## config.mk

```make
export PLATFORM = sky130hd
export DESIGN_NAME = bscan_chain
export DESIGN_NICKNAME = d
export VERILOG_FILES = /design/src/rtl/bscan_pkg.sv /design/src/rtl/bscan_cell.sv /design/src/rtl/bscan_outmux.sv /design/src/rtl/bscan_chain.sv
export SDC_FILE = /design/constraint.sdc
export NUM_CORES = 1
export LEC_CHECK = 0
export ABC_AREA = 1
export CAP_MARGIN = 40
export CORE_UTILIZATION = 47
export CTS_CLUSTER_DIAMETER = 30
export DETAILED_ROUTE_END_ITERATION = 12
export GPL_TIMING_DRIVEN = 0
export PLACE_DENSITY_LB_ADDON = 0.15
export SYNTH_ARGS = -nofsm -noshare
export SYNTH_HDL_FRONTEND = slang
export SYNTH_SLANG_ARGS = --single-unit
```

## constraint.sdc

```tcl
create_clock -name clk -period 2.1 [get_ports clk]
set_clock_uncertainty 0.1 [all_clocks]
set_input_delay 0.42 -clock clk [delete_from_list [all_inputs] [get_ports clk]]
set_output_delay 0.42 -clock clk [all_outputs]
set_load 0.01 [all_outputs]
```

## src/rtl/bscan_pkg.sv

```systemverilog
package bscan_pkg;

    typedef enum logic [1:0] {
        BS_FUNC   = 2'b00,
        BS_EXTEST = 2'b01,
        BS_HIGHZ  = 2'b10,
        BS_SPARE  = 2'b11
    } bs_mode_e;

    typedef struct packed {
        logic cap;
        logic sh;
        logic upd;
    } bs_strobe_t;

    // Strobes only act when the chain is selected; capture wins over shift.
    function automatic bs_strobe_t bs_qualify(input logic sel, input logic cap,
                                              input logic sh, input logic upd);
        bs_strobe_t r;
        r.cap = sel & cap;
        r.sh  = sel & sh & ~cap;
        r.upd = sel & upd;
        return r;
    endfunction

endpackage

```

## src/rtl/bscan_cell.sv

```systemverilog
module bscan_cell
    import bscan_pkg::*;
(
    input  logic       clk,
    input  logic       rst,
    input  bs_strobe_t stb,
    input  logic       par_in,
    input  logic       ser_in,
    output logic       cap_q,
    output logic       upd_q
);

    always_ff @(posedge clk) begin
        if (rst)
            cap_q <= 1'b0;
        else if (stb.cap)
            cap_q <= par_in;
        else if (stb.sh)
            cap_q <= ser_in;
    end

    always_ff @(posedge clk) begin
        if (rst)
            upd_q <= 1'b0;
        else if (stb.upd)
            upd_q <= cap_q;
    end

endmodule

```

## src/rtl/bscan_outmux.sv

```systemverilog
module bscan_outmux
    import bscan_pkg::*;
#(
    parameter int N       = 90,
    parameter int TRI_IDX = 85
) (
    input  bs_mode_e       mode,
    input  logic [N-1:0]   latch_q,
    input  logic [N-1:0]   func_d,
    input  logic           func_oe,
    output logic [N-1:0]   pin_drv,
    output logic           bus_oe
);

    always_comb begin
        unique case (mode)
            BS_EXTEST: begin
                pin_drv = latch_q;
                bus_oe  = latch_q[TRI_IDX];
            end
            BS_HIGHZ: begin
                pin_drv = func_d;
                bus_oe  = 1'b0;
            end
            default: begin
                pin_drv = func_d;
                bus_oe  = func_oe;
            end
        endcase
    end

endmodule

```

## src/rtl/bscan_chain.sv

```systemverilog
module bscan_chain
    import bscan_pkg::*;
#(
    parameter int N       = 90,
    parameter int TRI_IDX = 85
) (
    input  logic         clk,
    input  logic         rst,
    input  logic         chain_sel,
    input  logic         cap_en,
    input  logic         shift_en,
    input  logic         upd_en,
    input  logic [1:0]   mode_sel,
    input  logic         tdi,
    input  logic [N-1:0] pin_in,
    input  logic [N-1:0] func_d,
    input  logic         func_oe,
    output logic         tdo,
    output logic [N-1:0] pin_drv,
    output logic         bus_oe
);

    localparam int LAST = N - 1;

    bs_strobe_t   stb;
    bs_mode_e     mode;
    logic [N-1:0] chain_q;
    logic [N-1:0] latch_q;
    logic [N-1:0] ser_link;

    assign stb  = bs_qualify(chain_sel, cap_en, shift_en, upd_en);
    assign mode = bs_mode_e'(mode_sel);

    generate
        for (genvar i = 0; i < N; i++) begin : g_cell
            if (i == LAST) begin : g_head
                assign ser_link[i] = tdi;
            end else begin : g_body
                assign ser_link[i] = chain_q[i+1];
            end
            bscan_cell u_cell (
                .clk    (clk),
                .rst    (rst),
                .stb    (stb),
                .par_in (pin_in[i]),
                .ser_in (ser_link[i]),
                .cap_q  (chain_q[i]),
                .upd_q  (latch_q[i])
            );
        end
    endgenerate

    assign tdo = chain_q[0];

    bscan_outmux #(.N(N), .TRI_IDX(TRI_IDX)) u_mux (
        .mode    (mode),
        .latch_q (latch_q),
        .func_d  (func_d),
        .func_oe (func_oe),
        .pin_drv (pin_drv),
        .bus_oe  (bus_oe)
    );

endmodule

```

* Word-level counts from Yosys, hierarchy flattened
Index checks and enable logic that the tools add are counted.
** Word-level totals
- Register bits after elaboration :: 180
- ROM bits :: 0
- RAM bits :: 0
- Memories kept :: 0
- Word-level logic and storage cells :: 370
- Latch bits :: 0
- Output and inout bits :: 92
** Operators by class
- Multipliers :: 0
- Mux-type cells :: 182
- Add/sub/neg operators :: 0
- Reductions and logical operators :: 1
- Equality and inequality tests :: 2
- Magnitude comparators :: 0
- Div/mod/pow operators :: 0
- Bitwise logic cells :: 5
- Shift-type cells :: 0
** Operators with widths (number)
- 1-bit two-way mux :: 180
- 90-bit two-way mux :: 1
- 1-bit bitwise AND :: 4
- 2-bit by 1-bit == test with 1-bit output, second input constant :: 1
- 2-bit == test, second input constant :: 1
- 1-bit case mux with 2 select lines :: 1
- 2-bit nonzero test :: 1
- 1-bit NOT :: 1

* Longest topological paths before layout
Gate-level depths: netlist of run 1.
- Depth after elaboration :: 4
- Depth in mapped cells :: 9
- Mapped depth without buffers :: 6

* Cells and area by module
A second synthesis of run 1 with hierarchy kept.
** Second synthesis, totals
- Cell total of the unflattened synthesis :: 1562
- Area total of the unflattened synthesis :: 9544.2 um^2
** By module, submodules not included
- bscan_cell :: seq. area each 40.0 um^2, area each 90.1 um^2, instances 90, cells each 14
- bscan_outmux :: seq. area each 0.0 um^2, area each 1413.9 um^2, instances 1, cells each 296
- bscan_chain :: seq. area each 0.0 um^2, area each 22.5 um^2, instances 1, cells each 6

* Worst setup path after synthesis of run 1
OpenSTA, ideal clock, no wires.
- Kind :: input to output
- Start point :: in mode_sel[1]
- End point :: out pin_drv[10]
- Cell stages on the path :: 5
- Slack :: 0.264 ns
- Arrival :: 1.316 ns
- Path buffers :: 2
- Cell sequence :: inv_1 > ha_1 > buf_2 > buf_2 > mux2_2
** Between the ends
- Longest elaborated chain between the ends :: 2
** RTL lines
- start: declaration :: RTL line bscan_chain.sv:13 : input logic [1:0] mode_sel,
- 2-bit by 1-bit == test with 1-bit output :: RTL line bscan_outmux.sv:16 : unique case (mode)
- 90-bit two-way mux :: RTL line bscan_outmux.sv:16
- end: declaration :: RTL line bscan_chain.sv:19 : output logic [N-1:0] pin_drv,
No other way between the ends.

* Worst setup path in the final report of run 1
- Start point :: in mode_sel[1]
- End point :: out pin_drv[46]
The elaborated chain is that of the path after synthesis.

==> summary.txt, run 1 <==
Floorplanning
  – Die width: 140 um
  – DIE AREA: 19700 um^2
  – Die H: 140 um
  – Top Ports: 282
  – Core Rows: 50
  – Starting Density: 0.481
  – Core area: 18700 um^2

GRT
  – Gr usage total: 0.319
  – Total gr overflow: 0
  – Vias in the first global route: 9155
  – M2 GR Usage: 0.557
  – First-pass GRT wire length: 48700 um
  – Top Usage Layer GRT: met2
  – Met3 GRT Util: 0.0540
  – Met1 track demand over resource: 0.399
  – Largest net degree at the start of global routing: 17
  – Initial antenna violation count: 0

Placement
  – Placer congestion estimate: 0.834
  – Placed Cells: 1794
  – Pre-CTS setup slack: -1190 ps
  – Detailed Place HPWL: 21700 um
  – Placed cell areas: 12100 um^2
  – Port Buffers: 280

Yosys
  – Sequential share of the synthesized area: 0.401
  – Compound-Gate Fraction of Synth Area: 0.101
  – YS warnings: 0
  – Post-Syn Area per Cell: 7.02 um^2
  – Post-synthesis mux area share: 0.111
  – Simple-Gate Fraction of Synth Area: 0.255
  – Post-synth cell types: 18
  – Cells after synthesis: 1280
  – Yosys reg bits: 180
  – Synth Area in Adders: 0.00139
  – Xor-xnor portion of the synthesized cell area: 0
  – Synth Cell Area: 8990 um^2
  – Largest family of logic cells by synthesized area: simple AND/OR/NAND/NOR gates
  – Post-Syn Nets: 1471

Timing
  – Final hold viol count: 0
  – Min cycle time layout: 2180 ps
  – Final Max Tran Viols: 0
  – Unrepaired setup endpoints after global routing: true
  – Final setup vio count: 20
  – TNS Setup: -866 ps
  – Max_slew headroom: 0.552
  – Final worst-path cycle share: 1.04
  – Worst Tran Pin Value: 672 ps
  – Worst Setup Slack, final: -84.2 ps
  – Maximum clock rate: 458 MHz
  – WHS: 366 ps

Final layout
  – Commonest non-fill, non-tap cell in the layout: nand2_1
  – Final core occ: 0.711
  – Ratio of cells with drive above 1 in the final layout: 0.189
  – NumNets Final: 1787
  – Finished Cell Area: 13300 um^2
  – Cell Count, Final, Fillers Out: 1844
  – Area grow syn2layout: 48.1%
  – Most frequent cells in the layout: nand2_1 (274), clkdlybuf4s50_1 (187), nand3_1 (180), dfxtp_1 (180), inv_1 (179)

Drt
  – Drt wl/cell: 17.1 um
  – Via Count: 9687
  – Post-route ant nets: 0
  – Post-Route WL: 31500 um
  – Vias per std cell: 5.25
  – Initial DRC count: 807
  – 1st-pass router iterations: 5
  – DRC: 0

Clock tree
  – CTS buffer count: 17
  – H-Tree Depth: 4
  – Clk buf depth: 2
  – Root buf cell: clkbuf_16
  – Clk sink count: 180
  – Clock-pin slew on the worst setup and hold paths: 70 ps
  – Worst-Skew Late Latency: 440 ps
  – CTS tree: yes
  – Hold_buf cts: 0

Pwr
  – Final Power: 8.85 mW
  – P_leak: 6.32 nW
  – P per Cell Area: 665 nW/um^2
  – IR drop worst, VDD: 0.581 mV

Run
  – Max cap viols: 0

Worst setup path
  – Crit path required time: 1580 ps
  – Critical path fanouts, max: 5
  – Setup CP Type: in -> out
  – Data arrival time of the worst path: 1660 ps
  – Critical Path Source Type: input pin
  – CP Capture Type: output pin

Min path
  – Hold Crit Class: reg -> reg

Run status
  – Failing checks: setup timing
  – Status: complete, but fails checks
## sequential cells by signal, indices dropped and copies added, names as in the netlist
name,cells
g_cell.u_cell.upd_q,90
g_cell.u_cell.cap_q,90
## critical path: stages
cell and delay, ps:
buf_8 70, inv_4 30, ha_4 180, buf_16 150, buf_12 130, buf_12 130, buf_12 130, mux2_4 290
buf_6 120
## per-layer routing
metal  vias to the layer above  share of wire
met1                      4496           0.41
met5                         -              0
met3                        51          0.076
li1                       4686              -
met2                       454           0.49
met4                         0          0.018
## synth_stat cells
cell,instances,area share
a21oi_1,89,0.050
ha_1,1,0.0014
buf_4,14,0.012
dfxtp_1,180,0.40
o21ai_0,72,0.040
nand3_1,180,0.10
inv_1,180,0.075
nor2_1,93,0.039
nand2_2,1,0.00070
inv_2,3,0.0013
clkinv_1,1,0.00042
buf_2,52,0.029
o21ai_1,20,0.011
nand2_1,275,0.11
mux2_2,89,0.11
buf_6,1,0.0013
buf_1,8,0.0033
clkbuf_1,21,0.0088
## where the power goes
part	internal [mW]	switching [mW]	leakage [nW]
Clock	1.84	1.45	0.288
Sequential	3.60	0.111	1.48
Combinational	1.00	0.845	4.56
Total	6.44	2.41	6.32
## kinds of logic after synthesis
kind of cell    count (synthesis)
compound gates                181
fa+ha+maj                       1
buf+inv                       280
flops                         180
mux                            89
simple gates                  549
## layout make-up
cell class / count / area [um^2]
well taps: 234 / 293
clock buffers: 20 / 457
multi-input cells: 820 / 4430
diodes: 1 / 2.50
fillers: 1505 / 5400
inverters: 184 / 693
clock inverters: 12 / 141
plain buffers: 92 / 551
repair buffers: 301 / 3140
flip-flops and latches: 180 / 3600
## path summary, 6_finish.rpt
check,start,endpoint,slack (ps),cells after the start
worst max register to register,g_cell[45].u_cell.cap_q$_SDFFE_PP0P_,g_cell[44].u_cell.cap_q$_SDFFE_PP0P_,1070,6
worst min register to register,g_cell[20].u_cell.cap_q$_SDFFE_PP0P_,g_cell[20].u_cell.upd_q$_SDFFE_PP0P_,370,2
worst max-delay path,mode_sel[1],pin_drv[46],-80,9
worst min-delay path,g_cell[20].u_cell.cap_q$_SDFFE_PP0P_,g_cell[20].u_cell.upd_q$_SDFFE_PP0P_,370,2
## timing repair
| action | 4_1_cts | 5_1_grt |
|---|---|---|
| cloned | 6 | 0 |
| resized for setup | 501 | 51 |
| pin swaps | 1 | 1 |
| setup buffers | 17 | 1 |
| setup endpoints to repair | 91 | 59 |
Note: power is estimated with default switching activity, not from simulation.
==> run 2, diff against run 1 <==
--- a/config.mk
+++ b/config.mk
@@ -12,6 +12,7 @@
 export DETAILED_ROUTE_END_ITERATION = 12
 export GPL_TIMING_DRIVEN = 0
 export PLACE_DENSITY_LB_ADDON = 0.15
+export SLEW_MARGIN = 20
 export SYNTH_ARGS = -nofsm -noshare
 export SYNTH_HDL_FRONTEND = slang
 export SYNTH_SLANG_ARGS = --single-unit
==> results of run 2 <==
No change in the layout: final DEF, timing and power equal those of run 1.
